===== src/rtl/fdiv_pkg.sv =====
package fdiv_pkg;

    localparam int NW       = 8;          // integer part width
    localparam int XW       = 7;          // fractional numerator width
    localparam int BASE_LO  = 10;
    localparam int BASE_HI  = 100;
    localparam int AW       = $clog2(2 * BASE_HI);   // holds sums up to 2*B-1
    localparam int LW       = NW + 1;     // period length width (N+1)

    typedef struct packed {
        logic [NW-1:0] n;
        logic [XW-1:0] x;
        logic [AW-1:0] base;
    } cfg_t;

    typedef enum logic {
        MOD_LONG  = 1'b0,
        MOD_SHORT = 1'b1
    } mod_e;

    function automatic logic [AW-1:0] base_of(input logic wide);
        return wide ? AW'(BASE_HI) : AW'(BASE_LO);
    endfunction

endpackage


===== src/rtl/fdiv_cfg.sv =====
module fdiv_cfg
    import fdiv_pkg::*;
(
    input  logic          clk,
    input  logic          rst,
    input  logic [NW-1:0] n_in,
    input  logic [XW-1:0] x_in,
    input  logic          wide_in,
    input  logic          period_end,
    output cfg_t          cfg,
    output logic          frame_last
);

    logic [AW-1:0] idx;
    cfg_t          cfg_new;

    assign cfg_new    = '{n: n_in, x: x_in, base: base_of(wide_in)};
    assign frame_last = (idx == cfg.base - AW'(1));

    always_ff @(posedge clk) begin
        if (rst) begin
            cfg <= cfg_new;
            idx <= '0;
        end else if (period_end) begin
            if (frame_last) begin
                cfg <= cfg_new;
                idx <= '0;
            end else begin
                idx <= idx + AW'(1);
            end
        end
    end

    AST_CFG_HOLD: assert property (@(posedge clk) disable iff (rst)
        !(period_end && frame_last) |=> $stable(cfg));

    AST_IDX_RANGE: assert property (@(posedge clk) disable iff (rst)
        idx < cfg.base);

endmodule


===== src/rtl/fdiv_accum.sv =====
module fdiv_accum
    import fdiv_pkg::*;
(
    input  logic          clk,
    input  logic          rst,
    input  logic          period_end,
    input  logic          frame_last,
    input  logic [XW-1:0] x_i,
    input  logic [AW-1:0] base_i,
    output logic          long_sel
);

    logic [AW-1:0] acc;
    logic [AW-1:0] sum;
    logic [AW-1:0] acc_nxt;

    always_comb begin
        sum      = acc + (base_i - AW'(x_i));
        long_sel = (sum < base_i);
        acc_nxt  = long_sel ? sum : (sum - base_i);
    end

    always_ff @(posedge clk) begin
        if (rst)             acc <= '0;
        else if (period_end) acc <= acc_nxt;
    end

    AST_ACC_BOUND: assert property (@(posedge clk) disable iff (rst)
        acc < base_i);

    AST_ACC_HOLD: assert property (@(posedge clk) disable iff (rst)
        !period_end |=> $stable(acc));

    AST_FRAME_ZERO: assert property (@(posedge clk) disable iff (rst)
        (period_end && frame_last) |=> (acc == '0));

endmodule


===== src/rtl/fdiv_period_cnt.sv =====
module fdiv_period_cnt
    import fdiv_pkg::*;
(
    input  logic          clk,
    input  logic          rst,
    input  logic [LW-1:0] len,
    output logic          period_end,
    output logic          wave
);

    logic [LW-1:0] cnt;

    assign period_end = (cnt == len - LW'(1));
    assign wave       = (cnt < (len >> 1));

    always_ff @(posedge clk) begin
        if (rst)             cnt <= '0;
        else if (period_end) cnt <= '0;
        else                 cnt <= cnt + LW'(1);
    end

    AST_LEN_STEADY: assert property (@(posedge clk) disable iff (rst)
        !period_end |=> $stable(len));

    AST_START_HIGH: assert property (@(posedge clk) disable iff (rst)
        period_end |=> wave);

    AST_CNT_RANGE: assert property (@(posedge clk) disable iff (rst)
        cnt < len);

endmodule


===== src/rtl/decimal_frac_divider.sv =====
module decimal_frac_divider
    import fdiv_pkg::*;
(
    input  logic          clk,
    input  logic          rst,
    input  logic [NW-1:0] div_int,
    input  logic [XW-1:0] div_frac,
    input  logic          frac_wide,
    output logic          clk_out,
    output logic          mod_sel
);

    cfg_t          cfg;
    logic          frame_last;
    logic          period_end;
    logic          long_sel;
    logic [LW-1:0] len;
    mod_e          mod_q;

    fdiv_cfg u_cfg (
        .clk        (clk),
        .rst        (rst),
        .n_in       (div_int),
        .x_in       (div_frac),
        .wide_in    (frac_wide),
        .period_end (period_end),
        .cfg        (cfg),
        .frame_last (frame_last)
    );

    fdiv_accum u_accum (
        .clk        (clk),
        .rst        (rst),
        .period_end (period_end),
        .frame_last (frame_last),
        .x_i        (cfg.x),
        .base_i     (cfg.base),
        .long_sel   (long_sel)
    );

    assign len = LW'(cfg.n) + LW'(long_sel);

    fdiv_period_cnt u_cnt (
        .clk        (clk),
        .rst        (rst),
        .len        (len),
        .period_end (period_end),
        .wave       (clk_out)
    );

    assign mod_q   = long_sel ? MOD_LONG : MOD_SHORT;
    assign mod_sel = mod_q;

    AST_RESET_HIGH: assert property (@(posedge clk)
        $fell(rst) |-> clk_out);

    AST_XZERO_SHORT: assert property (@(posedge clk) disable iff (rst)
        (cfg.x == '0) |-> mod_sel);

endmodule


===== config.mk =====
export PLATFORM = sky130hd
export DESIGN_NAME = decimal_frac_divider
export DESIGN_NICKNAME = d
export VERILOG_FILES = /design/src/rtl/fdiv_pkg.sv /design/src/rtl/fdiv_cfg.sv /design/src/rtl/fdiv_accum.sv /design/src/rtl/fdiv_period_cnt.sv /design/src/rtl/decimal_frac_divider.sv
export SDC_FILE = /design/constraint.sdc
export NUM_CORES = 1
export LEC_CHECK = 0
export ABC_AREA = 1
export BUFFER_PORTS_ARGS = -buffer_cell sky130_fd_sc_hd__buf_4
export CORE_MARGIN = 2
export CORE_UTILIZATION = 40
export DETAILED_ROUTE_END_ITERATION = 12
export PLACE_DENSITY_LB_ADDON = 0.3
export SYNTH_ARGS = -nofsm -noshare
export SYNTH_HDL_FRONTEND = slang
export SYNTH_HIERARCHICAL = 1
export SYNTH_SLANG_ARGS = --single-unit

===== constraint.sdc =====
create_clock -name clk -period 5.46 [get_ports clk]
set_input_delay 1.092 -clock clk [delete_from_list [all_inputs] [get_ports clk]]
set_output_delay 1.092 -clock clk [all_outputs]
set_load 0.02 [all_outputs]

# ---- Word-level counts from Yosys, hierarchy flattened
# Index checks and enable logic that the tools add are counted.
dict set report totals {
  inputBits 18
  regBits 48
  elab_cells 29
}
dict set report op_classes {
  eq_ne 2
  magnitude_cmp 2
  reduce_logical 4
  n_addsub 8
  muxes 7
}
# op n
set ops {}
lappend ops {{$mux W23} 3}
lappend ops {{$mux W8} 2}
lappend ops {{$add A8 B1 Y9} 1}
lappend ops {{$add A9 B1 Y9 const B} 1}
lappend ops {{$eq A9 B9 Y1} 1}
lappend ops {{$lt A9 B8 Y1} 1}
lappend ops {{$sub A9 B1 Y9 const B} 1}
lappend ops {{$add A8 B1 Y8 const B} 1}
lappend ops {{$add A8 B8 Y8} 1}
lappend ops {{$eq A8 B8 Y1} 1}
lappend ops {{$lt A8 B8 Y1} 1}
lappend ops {{$sub A8 B1 Y8 const B} 1}
lappend ops {{$sub A8 B7 Y8} 1}
lappend ops {{$sub A8 B8 Y8} 1}
lappend ops {{$mux W7} 1}
lappend ops {{$reduce_bool A2 Y1} 2}
lappend ops {{$reduce_and A2 Y1} 1}
lappend ops {{$reduce_or A2 Y1} 1}
lappend ops {{$mux W1} 1}

# ---- Logic depth before layout (Yosys ltp)
# Gate-level depths: netlist (run 1).
dict set report depth {
  depth_word 8
  depth_mapped 40
  ltp_nobuf 38
}

# ---- Hierarchy
# Netlist (run 1), hierarchy kept.
# mod area_each_um2 cells_per_inst n_inst
set modules_own_cells {}
lappend modules_own_cells {fdiv_accum 1347.5 214 1}
lappend modules_own_cells {fdiv_cfg 1113.6 107 1}
lappend modules_own_cells {fdiv_period_cnt 924.6 151 1}
lappend modules_own_cells {decimal_frac_divider 187.7 35 1}

# ---- Least setup slack after synthesis (run 1)
# No wires, ideal clock.
dict set report synth_path {
  path_kind {register to output}
  startpoint {register u_cfg/cfg[3] (netlist name)}
  endpoint {output port clk_out}
  t_arrival_ns 4.626
  path_slack_ns -0.258
  stages_incl_launch_ff 28
  path_buffers 0
  required_time_ns 4.368
  path_cell_list {edfxtp_1 > inv_1 > fa_1 > inv_1 > fa_1 > nand2_1 > nand2_1 > nand4_1 > nand3b_1 > and2_1 > ha_1 > nand2_1 > inv_1 > a21oi_1 > nand2_2 > inv_1 > ha_1 > ha_1 > nand2_1 > nor2_1 > xor2_1 > inv_2 > ha_1 > inv_1 > o31ai_1 > nand2_1 > nand2_1 > a31oi_1}
}
dict set report synth_between {
  elab_chain_len 5
}
# item line_no
set synth_lines {}
lappend synth_lines {{$sub A8 B7 Y8} fdiv_accum.sv:18} ;# sum = acc + (base_i - AW'(x_i));
lappend synth_lines {{$add A8 B8 Y8} fdiv_accum.sv:18}
lappend synth_lines {{$lt A8 B8 Y1 *} fdiv_accum.sv:19} ;# long_sel = (sum < base_i);
lappend synth_lines {{net long_sel} decimal_frac_divider.sv:16} ;# logic long_sel;
lappend synth_lines {{$add A8 B1 Y9 *} decimal_frac_divider.sv:41} ;# assign len = LW'(cfg.n) + LW'(long_sel);
lappend synth_lines {{net len[4]} decimal_frac_divider.sv:17} ;# logic [LW-1:0] len;
lappend synth_lines {{$lt A9 B8 Y1 *} fdiv_period_cnt.sv:14} ;# assign wave = (cnt < (len >> 1));
lappend synth_lines {{to (decl)} decimal_frac_divider.sv:9} ;# output logic clk_out,
# The timed path passes the listed nets; every way through them passes the cells marked *.

# ---- Final worst setup path (run 1)
dict set report layout_path {
  startpoint {register u_cfg/cfg[5] (netlist name)}
  endpoint {output port clk_out}
}
dict set report layout_between {
  elab_chain_len 5
}
# item line_no
set layout_lines {}
lappend layout_lines {{$sub A8 B7 Y8} fdiv_accum.sv:18}
lappend layout_lines {{$add A8 B8 Y8} fdiv_accum.sv:18}
lappend layout_lines {{$lt A8 B8 Y1 *} fdiv_accum.sv:19}
lappend layout_lines {{net long_sel} decimal_frac_divider.sv:16}
lappend layout_lines {{$add A8 B1 Y9 *} decimal_frac_divider.sv:41}
lappend layout_lines {{net len[6]} decimal_frac_divider.sv:17}
lappend layout_lines {{$lt A9 B8 Y1 *} fdiv_period_cnt.sv:14}
# Marks and branches as above.

==> results of run 1 <==
[routing by layer]
layer	vias to the layer above	share of wire, %
met5	-	0
met4	0	1.2
met3	8	2.8
met2	43	51
met1	1531	45
li1	1684	-
[timing repair]
action / 4_1_cts / 5_1_grt
buffers inserted: 4 / 13
pin swaps: 12 / 38
gates cloned: 0 / 0
endpoints found under the setup margin: 21 / 34
resized for setup: 25 / 45
[layout make-up]
cell class	instances	area, µm²	share of cell area, %
Clock buffer	5	68.82	1.475
Clock inverter	3	43.79	0.9388
Inverter	107	410.4	8.798
Tap cell	108	135.1	2.897
Sequential cell	42	1012	21.70
Multi-Input combinational cell	350	2417	51.82
Timing Repair Buffer	74	576.8	12.37
[registers in the layout, indices dropped and copies added (netlist names)]
signal       flops
u_cfg/cfg       17
u_cfg/idx        8
u_accum/acc      8
u_cnt/cnt        9
[stage by stage]
stage                     TNS [ns]  power [µW]  cells
after floorplan                  0       773.2    508
after global placement     -0.1472       949.9    664
after detailed placement   -0.2740       961.8    664
after CTS                  -0.2928        1272    676
after global routing        -1.489        1462    689
final                      -0.3050        1355    689
[worst paths after layout]
kind / cells after the start / endpoint
worst max-delay path: 31 / clk_out
worst min-delay path: 2 / u_accum/acc[3]
worst max register to register: 35 / u_cfg/cfg[18]
worst min register to register: 2 / u_accum/acc[3]
[critical path, delay by kind of cell, from the launching register on]
kind,cells,cell delay [ns]
compound gates,3,0.59
fa+ha+maj,6,1.56
simple gates,15,1.35
flops,1,0.38
buf+inv,7,0.51
[where the power goes]
group / switching [µW] / internal, µW / total [µW] / leakage (µW)
logic: 406 / 343 / 749 / 0.00182
clock network: 113 / 137 / 250 / 0.0000585
registers: 14.0 / 342 / 356 / 0.000369
==> impl_metrics.json, run 1 <==
{
  "num-nets-final": 637,
  "postPlaceCellArea_um2": 4093,
  "pwr_density_cell_nw_per_um2": 290.5,
  "met3_usage_pct": 2.553,
  "worst_setup_path_start_kind": "register",
  "syn_avg_cell_area_um2": 7.050,
  "setup_repair_after_global_routing_missed_its_margin": "true",
  "violations_in_the_final_reports": "negative setup slack",
  "core_um2": 8678,
  "worst_ep_arrival_time_ns": 4.67,
  "global_route.usage.met2_pct": 31.71,
  "maximum_number_of_pins_on_one_net_before_global_route_repair": 25,
  "tritoncts": "yes",
  "static-leakage-power_uw": 0.002250,
  "worstPathRequired_ns": 4.37,
  "totalWireLength_mm": 8.209,
  "final_antenna_net_count": 0,
  "num-fill-cells": 800,
  "first_global_vias": 3125,
  "drc_errors": 0,
  "hold_path_class": "reg2reg",
  "crit_type": "reg2out",
  "detail_route.first_pass.iterations": 4,
  "grt-busiest-layer": "met2",
  "final_common_cell": "sky130_fd_sc_hd__nand2_1",
  "final.period_utilization_pct": 105.6,
  "timing.reg2reg.setup_slack_ns": 0.25,
  "ratio_of_cells_with_drive_above_1_in_the_final_layout_pct": 29.09,
  "dieHeight_um": 98.44,
  "fmax_mhz": 173.5,
  "floorplan.die.width_um": 98.44,
  "drv.max_cap_violation_count": 0,
  "path_clk_slew_ns": 0.09,
  "setup_viol_count_final": 1,
  "grt_remaining_overflow": 0,
  "floorplan.initialDensity_pct": 41.10,
  "grt_antenna_before_repair": 0,
  "cts.path.max_buffers": 2,
  "gr-usage-met1_pct": 19.69,
  "cts.htree.levels": 2,
  "finalInstanceArea_um2": 4664,
  "post-route-worst-setup-slack_ns": -0.3050,
  "cpPeakStageDelay_ns": 0.50,
  "detail_route.iter0.violations": 104,
  "startpoint": "u_cfg/cfg[5]",
  "maxSlewViolCount": 0,
  "port_buffers": 19,
  "final.min_clock_period_ns": 5.765,
  "worstHoldStart": "u_accum/acc[3]",
  "timing.rr.start": "u_cfg/cfg[5]",
  "crit_path_top_delay_cell": "sky130_fd_sc_hd__fa_1",
  "cts_buffers": 5,
  "root_buffer": "sky130_fd_sc_hd__clkbuf_8",
  "hold_slack_ns": 0.4697,
  "clk-insertion-delay-late_ns": 0.29,
  "synth.yosys.warnings": 6,
  "worst-path-max-fanout": 4,
  "final_util_pct": 53.75,
  "worst_clock_skew_ns": 0.01377,
  "post-place-ws_ns": -0.2619,
  "syn_inst": 506,
  "numClockSinks": 42,
  "place_hpwl_mm": 6.316,
  "viasPerCell": 4.740,
  "worst_ir_drop_vdd_uv": 140.9,
  "track_usage_pct": 16.65,
  "synth.cell_area_um2": 3567,
  "num_antenna_cells": 0,
  "status": "complete, but fails checks",
  "mostFrequentLayoutCells": "sky130_fd_sc_hd__nand2_1, sky130_fd_sc_hd__inv_1, sky130_fd_sc_hd__buf_4",
  "top_level_i_o_count": 20,
  "gp_congestion": 0.9490,
  "synthToLayoutAreaGrowth_pct": 30.76,
  "cts_hold_buffers": 0,
  "wire_length_of_the_first_global_routing_pass_mm": 13.32,
  "row_count": 34,
  "critical-path-top-cell-by-count": "sky130_fd_sc_hd__nand2_2",
  "count_of_vias_placed_by_the_detailed_router": 3266,
  "wl_per_cell_um": 11.91,
  "floorplan.die_area_um2": 9689,
  "crit_path_end_kind": "primary output",
  "final_hold_viol_count": 0
}
No activity file was read; power rests on OpenSTA's default activity.
==> run 2, diff against run 1 <==
--- a/config.mk
+++ b/config.mk
@@ -9,6 +9,7 @@
 export BUFFER_PORTS_ARGS = -buffer_cell sky130_fd_sc_hd__buf_4
 export CORE_MARGIN = 2
 export CORE_UTILIZATION = 40
+export CTS_BUF_LIST = sky130_fd_sc_hd__clkbuf_2
 export DETAILED_ROUTE_END_ITERATION = 12
 export PLACE_DENSITY_LB_ADDON = 0.3
 export SYNTH_ARGS = -nofsm -noshare
==> impl_metrics.json, run 2 (synthesis gave the netlist of run 1 again) <==
{
  "post-place-ws_ns": -0.2619,
  "final.min_clock_period_ns": 5.938,
  "core_um2": 8678,
  "path_clk_slew_ns": 0.23,
  "final_common_cell": "sky130_fd_sc_hd__nand2_1",
  "count_of_vias_placed_by_the_detailed_router": 3257,
  "floorplan.initialDensity_pct": 41.10,
  "final.period_utilization_pct": 108.8,
  "final_antenna_net_count": 0,
  "hold_path_class": "reg2reg",
  "worst_clock_skew_ns": 0.03400,
  "synthToLayoutAreaGrowth_pct": 29.08,
  "status": "complete, but fails checks",
  "worst_ep_arrival_time_ns": 4.85,
  "registers.top_by_ff_count": "u_cfg/cfg",
  "max_ffs_per_register": 17,
  "crit_path_end_kind": "primary output",
  "place.detailed.instances": 664,
  "num-nets-final": 638,
  "setup_repair_after_global_routing_missed_its_margin": "true",
  "detail_route.first_pass.iterations": 4,
  "cpPeakStageDelay_ns": 0.54,
  "instances_no_fill": 690,
  "first_global_vias": 3118,
  "wl_per_cell_um": 12.07,
  "wire_length_of_the_first_global_routing_pass_mm": 13.30,
  "post-layout-total-power_uw": 1299,
  "worst_ir_drop_vdd_uv": 142.2,
  "clk-insertion-delay-late_ns": 0.43,
  "root_buffer": "sky130_fd_sc_hd__clkbuf_2",
  "port_buffers": 19,
  "post-route-worst-setup-slack_ns": -0.4783,
  "worst-path-max-fanout": 4,
  "violations_in_the_final_reports": "negative setup slack",
  "viasPerCell": 4.720,
  "grt-busiest-layer": "met2",
  "floorplan.die_area_um2": 9689,
  "worstPathRequired_ns": 4.37,
  "cts.htree.levels": 2,
  "grt_antenna_before_repair": 0,
  "totalWireLength_mm": 8.328,
  "dieHeight_um": 98.44,
  "crit_type": "reg2out",
  "power_report.internal_total_uw": 766.8,
  "storage_cell_area_um2": 1011,
  "numClockSinks": 42,
  "num-fill-cells": 823,
  "static-leakage-power_uw": 0.002235,
  "global_route.usage.met2_pct": 31.92,
  "clock_power_share_pct": 14.7,
  "maximum_number_of_pins_on_one_net_before_global_route_repair": 25,
  "gr-usage-met1_pct": 19.46,
  "power_frac_comb_pct": 57.9,
  "path_buf_inv": 6,
  "pwr_density_cell_nw_per_um2": 282.1,
  "top_level_i_o_count": 20,
  "mostFrequentLayoutCells": "sky130_fd_sc_hd__nand2_1, sky130_fd_sc_hd__inv_1, sky130_fd_sc_hd__buf_4",
  "grt_remaining_overflow": 0,
  "cts.path.max_buffers": 2,
  "worst_setup_path_start_kind": "register",
  "critical_path.top_delay_family": "adder cells",
  "setup_viol_count_final": 1,
  "track_usage_pct": 16.72,
  "detail_route.iter0.violations": 130,
  "fmax_mhz": 168.4,
  "maxSlewViolCount": 0,
  "crit_path_top_delay_cell": "sky130_fd_sc_hd__fa_1",
  "row_count": 34,
  "power.switching_fraction_pct": 40.96,
  "place_hpwl_mm": 6.316,
  "met3_usage_pct": 2.340,
  "ratio_of_cells_with_drive_above_1_in_the_final_layout_pct": 28.52,
  "critical-path-top-cell-by-count": "sky130_fd_sc_hd__nand2_2",
  "final_hold_viol_count": 0,
  "hold_slack_ns": 0.4823,
  "drv.max_cap_violation_count": 0,
  "multi_input_area_um2": 2402,
  "sequentialPowerShare_pct": 27.4,
  "switchingPower_uw": 532.0,
  "floorplan.die.width_um": 98.44,
  "cts_buffers": 5,
  "gp_congestion": 0.9490,
  "layout_top_registers": "u_cfg/cfg (17), u_cnt/cnt (9)",
  "tritoncts": "yes",
  "num_antenna_cells": 0,
  "drc_errors": 0
}
==> run 2: worst paths after layout <==
check	from	to	slack (ns)	depth (start not counted)
max	u_cfg/cfg[10]	clk_out	-0.48	30
min reg2reg	u_accum/acc[3]	u_accum/acc[3]	0.48	2
max reg2reg	u_cfg/cfg[10]	u_accum/acc[2]	0.22	38
min	u_accum/acc[3]	u_accum/acc[3]	0.48	2
==> run 2: power groups by stage <==
stage | sequential, µW | combinational [µW] | clock [µW]
3_3_place_gp | 362 | 588 | 0
4_1_cts | 356 | 650 | 201
2_1_floorplan | 359 | 415 | 0
6_report | 356 | 752 | 191
5_1_grt | 359 | 836 | 212
3_5_place_dp | 362 | 600 | 0
==> run 2: stage by stage <==
stage	util [%]	setup TNS (ns)	instance area [µm²]
global placement	47.16	-0.1472	4093
finish	53.06	-0.4783	4604
floorplan	-	0	3610
CTS	49.34	-0.5065	4282
detailed placement	47.16	-0.2740	4093
global route	53.06	-1.552	4604
==> run 2: worst min-delay path: cells and delay by family, from the launching register on <==
kind / cells / cell delay [ns]
flops: 1 / 0.36
compound gates: 1 / 0.06
simple gates: 1 / 0.06
==> run 2: repair_timing <==
item / CTS / global route
setup buffers: 4 / 14
setup endpoints to repair: 24 / 33
resized for setup: 25 / 38
pin swaps: 12 / 31
hold buffers: 0 / 0
==> run 2: per-layer routing <==
layer	routed length, µm	part of all wire (%)
met3	228	2.7
met5	0	0
met2	4348	52
met1	3623	44
met4	127	1.5
==> run 2: final cells by class <==
class,count,share of cell area (%)
clock inverters,3,0.9511
repair buffers,75,12.53
inverters,107,8.913
flip-flops and latches,42,21.96
well taps,108,2.935
clock buffers,5,0.5435
multi-input cells,350,52.17
==> run 3, diff against run 2 <==
--- a/config.mk
+++ b/config.mk
@@ -7,9 +7,12 @@
 export LEC_CHECK = 0
 export ABC_AREA = 1
 export BUFFER_PORTS_ARGS = -buffer_cell sky130_fd_sc_hd__buf_4
-export CORE_MARGIN = 2
-export CORE_UTILIZATION = 40
+export CELL_PAD_IN_SITES_DETAIL_PLACEMENT = 1
+export CELL_PAD_IN_SITES_GLOBAL_PLACEMENT = 2
+export CORE_MARGIN = 8
+export CORE_UTILIZATION = 33
 export CTS_BUF_LIST = sky130_fd_sc_hd__clkbuf_2
+export CTS_CLUSTER_SIZE = 25
 export DETAILED_ROUTE_END_ITERATION = 12
 export PLACE_DENSITY_LB_ADDON = 0.3
 export SYNTH_ARGS = -nofsm -noshare
==> impl_metrics.json, run 3 (synthesis gave the netlist of run 1 again) <==
{
  "mostFrequentLayoutCells": "sky130_fd_sc_hd__nand2_1, sky130_fd_sc_hd__buf_4, sky130_fd_sc_hd__inv_1",
  "worst_setup_path_start_kind": "register",
  "detail_route.first_pass.iterations": 4,
  "core_um2": 10700,
  "numClockSinks": 42,
  "worst_clock_skew_ns": 0.01494,
  "hold_slack_ns": 0.4890,
  "num_antenna_cells": 0,
  "wire_length_of_the_first_global_routing_pass_mm": 18.69,
  "layout_top_registers": "u_cfg/cfg (17), u_cnt/cnt (9)",
  "worst-path-max-fanout": 4,
  "floorplan.initialDensity_pct": 33.35,
  "hold_path_class": "reg2reg",
  "ratio_of_cells_with_drive_above_1_in_the_final_layout_pct": 39.08,
  "worstPathRequired_ns": 4.37,
  "num-nets-final": 688,
  "track_usage_pct": 16.18,
  "crit_type": "reg2out",
  "pwr_density_cell_nw_per_um2": 284.6,
  "crit_path_end_kind": "primary output",
  "cts_buffers": 5,
  "worst_slew_pin_slew_ns": 0.5359,
  "detail_route.iter0.violations": 94,
  "root_buffer": "sky130_fd_sc_hd__clkbuf_2",
  "viasPerCell": 4.662,
  "synthToLayoutAreaGrowth_pct": 49.18,
  "first_global_vias": 3791,
  "status": "complete, but fails checks",
  "static-leakage-power_uw": 0.002532,
  "floorplan.die.width_um": 120.0,
  "worst_ir_drop_vdd_uv": 134.6,
  "final_hold_viol_count": 0,
  "path_clk_slew_ns": 0.24,
  "maxSlewViolCount": 0,
  "row_count": 38,
  "drc_errors": 0,
  "maximum_number_of_pins_on_one_net_before_global_route_repair": 15,
  "port_buffers": 19,
  "cts.path.max_buffers": 2,
  "post-route-worst-setup-slack_ns": -0.6334,
  "violations_in_the_final_reports": "negative setup slack",
  "totalWireLength_mm": 11.96,
  "worst_ep_arrival_time_ns": 5.00,
  "timing.reg2reg.setup_slack_ns": -0.40,
  "setup_tns_ns": -1.038,
  "grt_remaining_overflow": 0,
  "final.min_clock_period_ns": 6.093,
  "final_antenna_net_count": 0,
  "wl_per_cell_um": 15.49,
  "registers.top_by_ff_count": "u_cfg/cfg",
  "final.period_utilization_pct": 111.6,
  "drv.max_cap_violation_count": 0,
  "count_of_vias_placed_by_the_detailed_router": 3599,
  "max_ffs_per_register": 17,
  "crit_path_top_delay_cell": "sky130_fd_sc_hd__fa_1",
  "top_level_i_o_count": 20,
  "dieHeight_um": 120.0,
  "clk-insertion-delay-late_ns": 0.44,
  "num-fill-cells": 1319,
  "gp_congestion": 0.7813,
  "setup_repair_after_global_routing_missed_its_margin": "true",
  "rel_slew_slack_pct": 64.23,
  "floorplan.die_area_um2": 14390,
  "cts_hold_buffers": 0,
  "setup_viol_count_final": 2,
  "place_hpwl_mm": 7.446,
  "fmax_mhz": 164.1,
  "tritoncts": "yes",
  "cts.htree.levels": 2,
  "cpPeakStageDelay_ns": 0.54,
  "grt_antenna_before_repair": 0,
  "final_common_cell": "sky130_fd_sc_hd__nand2_1"
}
[run 3: repair_timing]
action	in CTS	in global routing
buffers inserted	62	14
pin swaps	33	40
endpoints found under the setup margin	21	43
endpoints found under the hold margin	0	0
cloned	2	0
resized for setup	64	59
[run 3: path summary, 6_finish.rpt]
path | start | end | depth (start not counted)
max | u_cfg/cfg[5] | clk_out | 31
min reg2reg | u_accum/acc[5] | u_accum/acc[5] | 2
min | u_accum/acc[5] | u_accum/acc[5] | 2
max reg2reg | u_cfg/cfg[12] | u_accum/acc[5] | 40
[run 3: final cells by class]
| cell class | count | area (µm²) | share of cell area (%) |
|---|---|---|---|
| well taps | 140 | 175.2 | 3.292 |
| clock inverters | 3 | 43.79 | 0.8229 |
| clock buffers | 5 | 25.02 | 0.4703 |
| multi-input cells | 352 | 2621 | 49.26 |
| inverters | 107 | 410.4 | 7.712 |
| flip-flops and latches | 42 | 1011 | 19.00 |
| repair buffers | 123 | 1035 | 19.45 |
[run 3: routing by layer]
| layer | part of all wire (%) | vias up | GRT usage [%] |
|---|---|---|---|
| li1 | - | 1789 | - |
| met2 | 52 | 62 | 29.41 |
| met4 | 3.6 | 0 | 5.621 |
| met1 | 41 | 1713 | 18.68 |
| met5 | 0 | - | 0 |
| met3 | 2.9 | 35 | 2.771 |
[run 3: through the flow]
step / area, µm² / utilization, % / setup WS (ns) / cells / power, µW
global placement: 4208 / 39.33 / -0.2919 / 706 / 994.7
detailed placement: 4208 / 39.33 / -0.3530 / 706 / 1010
finish: 5321 / 49.74 / -0.6334 / 772 / 1515
floorplan: 3610 / - / 0.02445 / 508 / 773.2
global route: 5321 / 49.74 / -0.9202 / 772 / 1616
CTS: 5027 / 46.99 / -0.4484 / 769 / 1388
[run 3: report_power, final]
group | total, µW | switching (µW) | internal, µW
combinational | 965 | 511 | 454
clock | 193 | 114 | 78.4
sequential | 357 | 14.4 | 343
total | 1510 | 640 | 875
[run 3: worst max-delay path, delay by kind of cell (launching register included)]
| family | cells | cell delay, ns |
|---|---|---|
| fa+ha+maj | 6 | 1.71 |
| compound gates | 2 | 0.23 |
| simple gates | 14 | 1.28 |
| xor+xnor | 1 | 0.18 |
| flops | 1 | 0.49 |
| buf+inv | 8 | 0.64 |
